===== src/rtl/tsc_pkg.sv =====
package tsc_pkg;
  typedef enum logic [2:0] {
    PH_IDLE   = 3'd0,
    PH_LOAD   = 3'd1,
    PH_STREAM = 3'd2,
    PH_DRAIN  = 3'd3,
    PH_WB     = 3'd4,
    PH_DONE   = 3'd5
  } phase_e;
endpackage


===== src/rtl/tsc_idx_cnt.sv =====
module tsc_idx_cnt #(
  parameter int W = 8
) (
  input  logic         clk_i,
  input  logic         rst_ni,
  input  logic         clr_i,
  input  logic         inc_i,
  input  logic [W-1:0] limit_i,
  output logic [W-1:0] idx_o,
  output logic         last_o
);
  always_ff @(posedge clk_i or negedge rst_ni) begin
    if (!rst_ni)    idx_o <= '0;
    else if (clr_i) idx_o <= '0;
    else if (inc_i) idx_o <= idx_o + W'(1);
  end

  assign last_o = (idx_o == limit_i - W'(1));
endmodule


===== src/rtl/tsc_drain_timer.sv =====
module tsc_drain_timer #(
  parameter int ARRAY_N = 4
) (
  input  logic clk_i,
  input  logic rst_ni,
  input  logic en_i,
  output logic expire_o
);
  localparam int DRAIN_CYC = 2 * ARRAY_N - 1;
  localparam int TW        = $clog2(2 * ARRAY_N);

  logic [TW-1:0] cnt_q;

  always_ff @(posedge clk_i or negedge rst_ni) begin
    if (!rst_ni)    cnt_q <= '0;
    else if (!en_i) cnt_q <= '0;
    else            cnt_q <= cnt_q + TW'(1);
  end

  assign expire_o = en_i && (cnt_q == TW'(DRAIN_CYC - 1));
endmodule


===== src/rtl/tsc_fsm.sv =====
module tsc_fsm
  import tsc_pkg::*;
(
  input  logic   clk_i,
  input  logic   rst_ni,
  input  logic   start_i,
  input  logic   zero_cnt_i,
  input  logic   w_ready_i,
  input  logic   a_done_i,
  input  logic   wb_done_i,
  input  logic   at_last_i,
  input  logic   wt_last_i,
  input  logic   drain_exp_i,
  output phase_e phase_o
);
  phase_e phase_q, phase_d;

  always_comb begin
    phase_d = phase_q;
    unique case (phase_q)
      PH_IDLE:   if (start_i)                phase_d = zero_cnt_i ? PH_DONE : PH_LOAD;
      PH_LOAD:   if (w_ready_i)              phase_d = PH_STREAM;
      PH_STREAM: if (a_done_i && at_last_i)  phase_d = PH_DRAIN;
      PH_DRAIN:  if (drain_exp_i)            phase_d = PH_WB;
      PH_WB:     if (wb_done_i)              phase_d = wt_last_i ? PH_DONE : PH_LOAD;
      PH_DONE:                               phase_d = PH_IDLE;
      default:                               phase_d = PH_IDLE;
    endcase
  end

  always_ff @(posedge clk_i or negedge rst_ni) begin
    if (!rst_ni) phase_q <= PH_IDLE;
    else         phase_q <= phase_d;
  end

  assign phase_o = phase_q;
endmodule


===== src/rtl/tile_sched_ctrl.sv =====
module tile_sched_ctrl
  import tsc_pkg::*;
#(
  parameter int ARRAY_N = 4,
  parameter int CNT_W   = 8
) (
  input  logic             clk_i,
  input  logic             rst_ni,
  input  logic             start_i,
  input  logic [CNT_W-1:0] n_wtile_i,
  input  logic [CNT_W-1:0] n_atile_i,
  input  logic             w_ready_i,
  input  logic             a_done_i,
  input  logic             wb_done_i,
  output logic             w_load_o,
  output logic             a_stream_o,
  output logic             drain_o,
  output logic             wb_o,
  output logic             done_o,
  output logic [CNT_W-1:0] wt_idx_o,
  output logic [CNT_W-1:0] at_idx_o
);
  localparam int NCNT = 2;  // 0: weight tiles, 1: activation tiles

  phase_e           phase;
  logic [CNT_W-1:0] n_w_q, n_a_q;
  logic             take_start, zero_cnt, wb_fin;
  logic             drain_exp;
  logic [NCNT-1:0]  c_clr, c_inc, c_last;
  logic [CNT_W-1:0] c_lim [NCNT];
  logic [CNT_W-1:0] c_idx [NCNT];

  assign take_start = (phase == PH_IDLE) && start_i;
  assign zero_cnt   = (n_wtile_i == '0) || (n_atile_i == '0);
  assign wb_fin     = (phase == PH_WB) && wb_done_i;

  // counts are frozen for the whole job
  always_ff @(posedge clk_i or negedge rst_ni) begin
    if (!rst_ni) begin
      n_w_q <= '0;
      n_a_q <= '0;
    end else if (take_start) begin
      n_w_q <= n_wtile_i;
      n_a_q <= n_atile_i;
    end
  end

  assign c_lim[0] = n_w_q;
  assign c_lim[1] = n_a_q;
  assign c_clr[0] = take_start;
  assign c_clr[1] = take_start || wb_fin;
  assign c_inc[0] = wb_fin && !c_last[0];
  assign c_inc[1] = (phase == PH_STREAM) && a_done_i && !c_last[1];

  for (genvar g = 0; g < NCNT; g++) begin : g_cnt
    tsc_idx_cnt #(.W(CNT_W)) i_cnt (
      .clk_i   (clk_i),
      .rst_ni  (rst_ni),
      .clr_i   (c_clr[g]),
      .inc_i   (c_inc[g]),
      .limit_i (c_lim[g]),
      .idx_o   (c_idx[g]),
      .last_o  (c_last[g])
    );
  end

  tsc_drain_timer #(.ARRAY_N(ARRAY_N)) i_drain (
    .clk_i    (clk_i),
    .rst_ni   (rst_ni),
    .en_i     (phase == PH_DRAIN),
    .expire_o (drain_exp)
  );

  tsc_fsm i_fsm (
    .clk_i       (clk_i),
    .rst_ni      (rst_ni),
    .start_i     (start_i),
    .zero_cnt_i  (zero_cnt),
    .w_ready_i   (w_ready_i),
    .a_done_i    (a_done_i),
    .wb_done_i   (wb_done_i),
    .at_last_i   (c_last[1]),
    .wt_last_i   (c_last[0]),
    .drain_exp_i (drain_exp),
    .phase_o     (phase)
  );

  assign w_load_o   = (phase == PH_LOAD);
  assign a_stream_o = (phase == PH_STREAM);
  assign drain_o    = (phase == PH_DRAIN);
  assign wb_o       = (phase == PH_WB);
  assign done_o     = (phase == PH_DONE);
  assign wt_idx_o   = c_idx[0];
  assign at_idx_o   = c_idx[1];
endmodule


===== config.mk =====
export PLATFORM = sky130hd
export DESIGN_NAME = tile_sched_ctrl
export DESIGN_NICKNAME = d
export VERILOG_FILES = /design/src/rtl/tsc_pkg.sv /design/src/rtl/tsc_idx_cnt.sv /design/src/rtl/tsc_drain_timer.sv /design/src/rtl/tsc_fsm.sv /design/src/rtl/tile_sched_ctrl.sv
export SDC_FILE = /design/constraint.sdc
export NUM_CORES = 1
export LEC_CHECK = 0
export BUFFER_PORTS_ARGS = -buffer_cell sky130_fd_sc_hd__buf_2
export CAP_MARGIN = 5
export CORE_MARGIN = 1
export CORE_UTILIZATION = 59
export CTS_CLUSTER_SIZE = 24
export DETAILED_ROUTE_END_ITERATION = 6
export GPL_TIMING_DRIVEN = 0
export PLACE_DENSITY = 0.84
export SYNTH_ARGS = -nofsm -noshare
export SYNTH_HDL_FRONTEND = slang
export SYNTH_SLANG_ARGS = --single-unit

===== constraint.sdc =====
create_clock -name clk_i -period 5.6 [get_ports clk_i]
set_clock_uncertainty 0.05 [all_clocks]
set_input_delay 0.28 -clock clk_i [delete_from_list [all_inputs] [get_ports clk_i]]
set_output_delay 0.28 -clock clk_i [all_outputs]
set_load 0.01 [all_outputs]

==> summary by stage, run 1 <==
Floorplanning
The number of rows created at floorplan is 22. The placeable core area is 0.00369 mm^2. The overall die area is 0.00411 mm^2. For this configuration, the core starts out at a cell density of 61.8%.

The floorplan step set the die height to ~64 um. The number of top-level pins is 43. The floorplan die width is 64.1 um.

Layout
The share of final-layout standard cells stronger than drive strength 1 is 18.8%. The number of antenna diodes in the final layout is 0. The area growth from synthesis to final layout is 15.9%. The count of placed standard cells in the final layout, fillers left out is between 300 and 400.

The final net count is 340.

Clocking
The clock root buffer master is sky130_fd_sc_hd__clkbuf_8. The number of clock buffers added by TritonCTS is 5. The sink count of the clock tree is 38. The CTS H-tree depth is 2. The clock transition at the register clock pins on the worst setup and hold paths after CTS is 0.08 ns. For this design, the CTS-stage hold fixing added 0 buffers. After clock tree synthesis, the setup repair step added 0 buffers. The clock passes through at most 2 buffers.

The clock latency on the worst-skew pair is a little under 0.3 ns. The TritonCTS clock tree is yes. Post-CTS repair changed the size of 0 cells.

Timing
The pin slew with the least headroom to its limit is 0.831 ns. The worst-case headroom to the max-slew limit is between 40% and 50%. The final worst setup slack is around 3.1 ns. The post-route minimum period is between 2 and 2.5 ns. Setup repair after global routing left no endpoint under its margin. Setup violations remaining at the end of the flow were counted as 0.

The post-route setup TNS is 0 ns. The final critical path takes up 44.1% of the cycle. For this run, the top clock speed supported by timing is around 400 MHz. The number of max-slew violations in the final report is 0. The hold violation count in the final report came to 0.

Run
The count of maximum capacitance violations is 0.

Logic synthesis
In this run, synthesis inferred 0 flip-flops with an integrated enable. Among all flip-flop cells after synthesis, the most frequent one is sky130_fd_sc_hd__dfrtp_1. After synthesis, the mean cell area works out to roughly 8.7 um^2. The synthesized area is between 0.002 and 0.0025 mm^2. The distinct cell type count after synthesis is 45. The post-synthesis sequential element count is 38. For this run, the register share of the synthesized area comes to 41.7%. The async set-or-reset flop fraction in the synthesized netlist is 100%. The number of instances in the synthesized netlist is about 260. Counting every net in the synthesized netlist gives 291. During synthesis, Yosys emitted a total of 0 warnings.

Power
In this run the static leakage power is around 1.3 nW. Across the VDD grid, the largest voltage drop is 0.265 mV. For this design the ratio of total power to cell area is roughly 450 mW/mm^2.

Placement
The post-placement cell count is 353. The number of buffers added on ports is 42. At the placement stage, the worst setup path has a slack of about 3.2 ns.

Detailed placement ended at an HPWL of 3.58 mm. At the end of routability-driven placement, the weighted congestion stood at 0.871.

Global routing
The maximum number of pins on one net before global-route repair is 39. The number of antenna violations at the first check in global routing is 0. For this run the aggregate overflow at the end of global routing stands at 0.

The aggregate global-route resource usage is about a quarter. The number of global-route vias before repair came to approximately 1900. The first global-routing pass estimated 8.45 mm of wire.

Detailed routing
The routed via count divided by cell count is 5.58. For this run, the detailed router's first-pass iteration total came to 5. After detailed routing, the total wire length is between 4 and 5 mm. The routed layout has approximately 2000 vias.

Once detail routing completed, the nets flagged for antenna violations numbered 0. In the routed design, unresolved DRC markers number 0. The number of DRC violations after detailed-routing iteration 0 is 141. The final routed wire length divided by cell count is 13.4 um.

Setup path
At the worst endpoint, the required time is just under 6 ns. The peak fanout along the critical path is 7. The sort of element at the end of the critical path is a register. STA classifies the critical path startpoint as a register. The type of the worst setup path is reg2reg. At the worst endpoint, the arrival time is 2.64 ns.

Hold path
The path class of the tightest hold or removal check is in2async.

Status
The run finished with clean final reports.
## where the power goes
group	switching (mW)	total, mW	leakage [nW]	internal, mW
Combinational	0.310	0.544	0.749	0.234
Sequential	0.102	0.459	0.499	0.357
Clock	0.0959	0.195	0.0482	0.0994
## per-stage QoR
step	total power, mW	hold WS [ns]	utilization [%]	area, um^2
after floorplan	0.864	-0.0656	-	2280
after detailed placement	1.01	0.371	69.1	2550
after global placement	0.985	0.370	69.1	2550
after CTS	1.20	0.0576	71.6	2640
final	1.20	0.0373	71.6	2640
after global routing	1.30	0.0976	71.6	2640
## path summary, 6_finish.rpt
path                                   from                 endpoint  slack, ns  depth (start not counted)
max in group asynchronous            rst_ni                 n_w_q[4]       4.94                          1
max                                n_w_q[0]  g_cnt[0].i_cnt.idx_o[4]       3.13                          9
min                                  rst_ni  g_cnt[1].i_cnt.idx_o[1]       0.04                          1
max reg2reg                        n_w_q[0]  g_cnt[0].i_cnt.idx_o[4]       3.13                          9
min reg2reg                i_drain.cnt_q[0]         i_drain.cnt_q[0]       0.42                          1
min in group clk_i             n_atile_i[7]                 n_a_q[7]       0.15                          3
## metal layers
metal  vias to the layer above  track usage [%]  part of all wire, %
met1                       960             33.0                   45
met5                         -                0                    0
li1                       1006                -                    -
met3                         4             5.54                  3.7
met4                         0             8.33                 0.60
met2                        45             46.1                   51
## cells by family after synthesis
group | count (synthesis) | synth area share (%)
compound gates | 38 | 10.9
xor+xnor | 21 | 8.07
fa+ha+maj | 6 | 3.29
buf+inv | 16 | 3.02
flops | 38 | 41.7
mux | 7 | 3.08
simple gates | 137 | 29.9
## cells in the final DEF, fill, tap and decap left out, types with 7 or more instances in the layout
| cell | count |
|---|---|
| sky130_fd_sc_hd__buf_2 | 42 |
| sky130_fd_sc_hd__xnor2_1 | 13 |
| sky130_fd_sc_hd__inv_1 | 9 |
| sky130_fd_sc_hd__nor2_1 | 15 |
| sky130_fd_sc_hd__a21oi_1 | 10 |
| sky130_fd_sc_hd__o21ai_0 | 14 |
| sky130_fd_sc_hd__xor2_1 | 8 |
| sky130_fd_sc_hd__nor3_1 | 7 |
| sky130_fd_sc_hd__nand2_1 | 64 |
| sky130_fd_sc_hd__mux2i_1 | 7 |
| sky130_fd_sc_hd__nand3_1 | 8 |
| sky130_fd_sc_hd__dfrtp_1 | 38 |
## critical path: stages, from the launching register on
cell,delay [ns]
sky130_fd_sc_hd__dfrtp_1,0.45
sky130_fd_sc_hd__inv_1,0.08
sky130_fd_sc_hd__ha_1,0.28
sky130_fd_sc_hd__xnor2_1,0.15
sky130_fd_sc_hd__and4b_1,0.19
sky130_fd_sc_hd__a41oi_1,0.16
sky130_fd_sc_hd__nand2_1,0.10
sky130_fd_sc_hd__a21oi_1,0.47
sky130_fd_sc_hd__and4_1,0.28
sky130_fd_sc_hd__mux2i_1,0.18
## final cells by class
| type | instances | area, um^2 |
|---|---|---|
| clock inverter | 1 | 5.00 |
| clock buffer | 7 | 86.3 |
| multi-input combinational | 209 | 1260 |
| sequential | 38 | 951 |
| tap | 48 | 60.1 |
| inverter | 9 | 33.8 |
| buffer | 7 | 35.0 |
| fill | 322 | 1050 |
| timing repair buffer | 42 | 210 |
## Yosys cell counts, types with 3 or more instances
master,instances,area [um^2]
sky130_fd_sc_hd__ha_1,6,75.1
sky130_fd_sc_hd__nor2b_1,5,31.3
sky130_fd_sc_hd__nor3_1,7,35.0
sky130_fd_sc_hd__dfrtp_1,38,951
sky130_fd_sc_hd__o21ai_0,14,70.1
sky130_fd_sc_hd__xnor2_1,13,114
sky130_fd_sc_hd__mux2i_1,7,70.1
sky130_fd_sc_hd__inv_1,9,33.8
sky130_fd_sc_hd__clkbuf_1,5,18.8
sky130_fd_sc_hd__xor2_1,8,70.1
sky130_fd_sc_hd__nor4_1,5,31.3
sky130_fd_sc_hd__nand4_1,6,37.5
sky130_fd_sc_hd__o31ai_1,3,22.5
sky130_fd_sc_hd__a21oi_1,10,50.1
sky130_fd_sc_hd__or4_1,4,30.0
sky130_fd_sc_hd__nand2_1,64,240
sky130_fd_sc_hd__nand3_1,8,40.0
sky130_fd_sc_hd__o211ai_1,3,22.5
sky130_fd_sc_hd__nor2_1,15,56.3
sky130_fd_sc_hd__nand2b_1,4,25.0
## flip-flops by register name, indices dropped and copies added, names as in the netlist
name,count
g_cnt.i_cnt.idx_o,16
n_a_q,8
n_w_q,8
i_drain.cnt_q,3
i_fsm.phase_o,3
Power figures use the tool's default switching activity.
==> run 2: changes to the inputs <==
Settings changed: ABC_AREA set to 1, CORE_UTILIZATION 59 to 57, PLACE_DENSITY 0.84 to 0.8.
Clock period 5.6 ns to 2.3 ns, I/O delays scaled along.
==> run 2 against run 1 <==
Effect of this change: the flow now finishes with violations (design-rule violations); cell area grew 18%; non-clock buffer count stayed put; total power increased by 130%; hold slack got worse by 0.011 ns; cell count grew 28%; synthesized cell count rose by 37%; count of clock-buffer cells in the layout decreased by 2; register-to-register slack worse by 2.8 ns; critical path depth increased by 2; combinational power grew 120%; sequential power grew 120%; critical endpoint is now g_cnt[0].i_cnt.idx_o[3]; highest routed layer unchanged.
==> summary by stage, run 2 <==
Status
The run finished, with violations left. The checks that failed: design-rule violations.

Power
The fraction of power consumed by sequential logic is a little over a third. The worst ir drop on vdd is between 0.6 and 0.7 mV. The total chip power is about 2.7 mW. The standby leakage power is 1.62 nW. The fraction of power consumed by the clock network is between 20% and 30%. In this run switching power makes up a little over two fifths of total power. Combinational cells account for a little over two fifths of the total power. Summed over all nets, the switching power comes to roughly 1.2 mW.

The internal power contribution is roughly 1.6 mW. The power per standard cell area is 875 mW/mm^2.

Floorplanning
The floorplan step defined a die boundary enclosing roughly 0.005 mm^2. The number of rows created at floorplan is 24. The starting density of the core is around 61%. The region available for standard cell placement spans 0.00447 mm^2. The vertical die dimension is 71.3 um. The number of top-level pins is between 40 and 50. The floorplan die width is 71.3 um.

Run
Across the run, the number of max-cap violations was 0.

Logic synthesis
The complex-gate fraction of the synthesized area is ~5.7%. Sorting the synthesized cells by area gives the leading types as sky130_fd_sc_hd__dfrtp_1 (35%), sky130_fd_sc_hd__nand2_1 (11%), sky130_fd_sc_hd__nand3_2 (6.6%). The average cell area after synthesis is around 7.6 um^2. The dominant combinational cell family by area after synthesis is simple AND/OR/NAND/NOR gates. The area share of xor/xnor cells in the synthesized design is 5.77%. Synthesis produced a netlist with a net count of roughly 390.

Summed over its instances, the top area cell type makes up between 30% and 40% of the synthesized netlist area. The post-synthesis sequential element count is 38. Synthesis instantiated 40 different standard cells from the library. The count of flip-flops with a built-in enable after synthesis is 0. In the synthesized netlist, the number of instances is between 300 and 400.

The async set-or-reset flop fraction in the synthesized netlist is 100%. Summing the sequential cell areas from Yosys gives 34.8% of the chip area. For this run, the number of Yosys warnings is 0. The primary flip-flop cell chosen by synthesis mapping is sky130_fd_sc_hd__dfrtp_1.

The simple logic cell fraction of the synthesized area is roughly two fifths. Multiplexer cells account for 0.824% of the synthesized area. Summing the areas of all fa, ha and maj instances in the mapped netlist gives between 2 and 3% of the synthesized area. Sorting the synthesized cells by how often they occur yields sky130_fd_sc_hd__nand2_1 (83), sky130_fd_sc_hd__inv_1 (41), sky130_fd_sc_hd__dfrtp_1 (38).

The biggest area contributor in the post-synthesis netlist is sky130_fd_sc_hd__dfrtp_1. The cell with the most instances after synthesis is sky130_fd_sc_hd__nand2_1. The synthesized area is 0.00273 mm^2.

Clocking
The clock latency on the worst-skew pair is 0.30 ns. The post-CTS setup buffer count is 0. Clock tree synthesis inserted a total of 5 buffers. The CTS H-tree depth is 2. The clock transition at the register clock pins on the worst setup and hold paths after CTS is roughly 0.080 ns. The TritonCTS clock tree is yes.

The clock drives 38 sinks. In this run, post-CTS repair resized a total of 0 instances. The root buffer cell chosen for the clock tree is sky130_fd_sc_hd__clkbuf_8.

In this run the deepest clock path goes through 2 buffers.

Setup path
Data on the critical path is required at its endpoint by 2.44 ns. Setup slack on the worst reg-to-reg path comes out at 0.31 ns. The sort of element at the end of the critical path is a register. The capture instance of the worst register-to-register path is g_cnt[0].i_cnt.idx_o[3]. The logic depth of the worst register-to-register path is 11. The data arrival time at the worst-slack endpoint is between 2 and 2.5 ns.

In this run the worst path has a maximum fanout of 9. The nature of the critical path startpoint is a register. The startpoint identified for the worst register-to-register timing path is n_w_q[0]. The worst setup path is of the reg2reg kind.

Timing
For the pin with the worst max-slew slack, the measured transition is between 0.8 and 0.9 ns. The post-route worst hold slack is 0.0260 ns. The post-route setup TNS is 0 ns. The worst path meets setup with ~0.31 ns of slack.

The final clock period utilization by the worst path is between 80 and 90%. The hold violation count in the final report is 0. Derived from the worst setup path, the maximum achievable clock frequency is 503 MHz. The worst-case headroom to the max-slew limit is between 40% and 50%. The post-route minimum period is roughly 2.0 ns. The final count of negative-setup-slack endpoints is 0. Setup repair after global routing left no endpoint under its margin. The number of max-slew violations in the final report is 0.

Global routing
For this run, the total global-route usage over all layers was measured as around 26%. The number of global-route vias before repair is roughly 2300. The number of antenna violations at the first check in global routing is 0. The wire length of the first global-routing pass is 10.1 mm. Entering global routing, the biggest net connects 39 pins.

The total congestion overflow is 0.

Detailed routing
In the routed design, unresolved DRC markers number 3. The total number of vias is around 2500. The number of DRC violations after detailed-routing iteration 0 is between 150 and 200.

The final routed wire length divided by cell count is roughly 13 um. The count of nets left with antenna violations after detail routing is 0. In the routed layout, each cell is associated on average with a via count of about 5.3.

The first detailed-routing pass took 6 iterations. Wires add up to 5.89 mm.

Layout
g_cnt.i_cnt.idx_o holds more flip-flops than any other register. The largest registers in the layout are g_cnt.i_cnt.idx_o x16, n_a_q x8, n_w_q x8. The final net count is around 440.

Of the cells placed in the final design, the portion with a size suffix greater than 1 is a little over a quarter. The repair_antennas step left the layout with diodes totalling 0. The library cell used most frequently in the layout, excluding fill and tap cells, is sky130_fd_sc_hd__nand2_1. The area growth from synthesis to final layout is 14.4%.

The top cell types in the final layout, fill and taps aside, are sky130_fd_sc_hd__nand2_1 (83), sky130_fd_sc_hd__buf_2 (43), sky130_fd_sc_hd__inv_1 (41). The flip-flop count of the largest register, all copies and words added is 16.

Hold path
The worst hold path begins at n_atile_i[7]. Counting instances, the worst hold path has a depth of 2. The end point of the most critical hold path is n_a_q[7]. The type of the tightest min-delay check is in2reg.

Placement
The final HPWL from detailed placement is 4.51 mm. The number of buffers added on ports is 42. Before CTS, the worst setup slack after placement is 0.324 ns. The final estimated routing congestion in global placement is approximately 0.86.
[run 2: cell count changes after synthesis, moves of 13 or more]
cell                      previous run  this run
sky130_fd_sc_hd__nand3_1             8        28
sky130_fd_sc_hd__nor2_1             15        36
sky130_fd_sc_hd__inv_1               9        41
sky130_fd_sc_hd__nand3_2             0        18
sky130_fd_sc_hd__o21ai_0            14         1
sky130_fd_sc_hd__nand2_1            64        83
[run 2: stage by stage]
step                cell area, um^2  instances  utilization [%]
finish                         3130        463             69.9
CTS                            3130        463             69.9
detailed placement             3010        454             67.3
global placement               3010        454             67.3
global route                   3130        463             69.9
floorplan                      2730        360                -
[run 2: power groups by stage]
stage	Clock [mW]	Combinational, mW	Sequential, mW
finish	0.569	1.17	0.993
global route	0.605	1.34	1.01
CTS	0.586	1.18	0.993
detailed placement	0	1.17	1.01
global placement	0	1.13	1.00
floorplan	0	0.882	0.996
[run 2: cell families (layout without fill, tap and decap cells)]
group / Yosys count / in the layout
buf+inv: 58 / 109
xor+xnor: 18 / 18
mux: 2 / 2
simple gates: 211 / 211
compound gates: 27 / 27
flops: 38 / 38
fa+ha+maj: 6 / 6
[run 2: how the worst max path moves through the flow]
stage | startpoint | endpoint | slack, ns
2_1_floorplan | n_w_q[0] | g_cnt[0].i_cnt.idx_o[3] | 0.53
3_3_place_gp | n_w_q[0] | g_cnt[0].i_cnt.idx_o[3] | 0.38
3_5_place_dp | n_w_q[0] | g_cnt[0].i_cnt.idx_o[3] | 0.32
4_1_cts | n_w_q[0] | g_cnt[0].i_cnt.idx_o[3] | 0.30
5_1_grt | n_w_q[0] | g_cnt[0].i_cnt.idx_o[3] | 0.13
6_report | n_w_q[0] | g_cnt[0].i_cnt.idx_o[3] | 0.31
[run 2: repair_timing]
item / in CTS / in global routing
hold buffers: 1 / 0
setup endpoints to repair: 0 / 0
hold endpoints to repair: 38 / 0
[run 2: worst max-delay path, stage by stage, from the launching register on]
cell	delay, ns
sky130_fd_sc_hd__dfrtp_1	0.39
sky130_fd_sc_hd__inv_2	0.10
sky130_fd_sc_hd__ha_1	0.22
sky130_fd_sc_hd__inv_1	0.08
sky130_fd_sc_hd__nor2_1	0.13
sky130_fd_sc_hd__nand2_1	0.09
sky130_fd_sc_hd__a21oi_1	0.18
sky130_fd_sc_hd__and2b_1	0.23
sky130_fd_sc_hd__nand3_4	0.17
sky130_fd_sc_hd__nand2_8	0.11
sky130_fd_sc_hd__nand3_1	0.08
sky130_fd_sc_hd__nand2_1	0.05
[run 2: layout make-up]
| type | count | area [um^2] |
|---|---|---|
| tap | 52 | 65.1 |
| fill | 378 | 1350 |
| timing repair buffer | 43 | 220 |
| sequential | 38 | 951 |
| inverter | 52 | 198 |
| clock inverter | 3 | 40.0 |
| clock buffer | 5 | 68.8 |
| buffer | 6 | 43.8 |
| multi-input combinational | 264 | 1540 |
[run 2: per-layer routing]
metal	vias to the layer above	routed length, um	GRT usage [%]
met5	-	0	0
met4	0	89	9.33
met3	8	177	3.38
met2	36	2900	43.2
met1	1161	2720	33.6
li1	1255	-	-
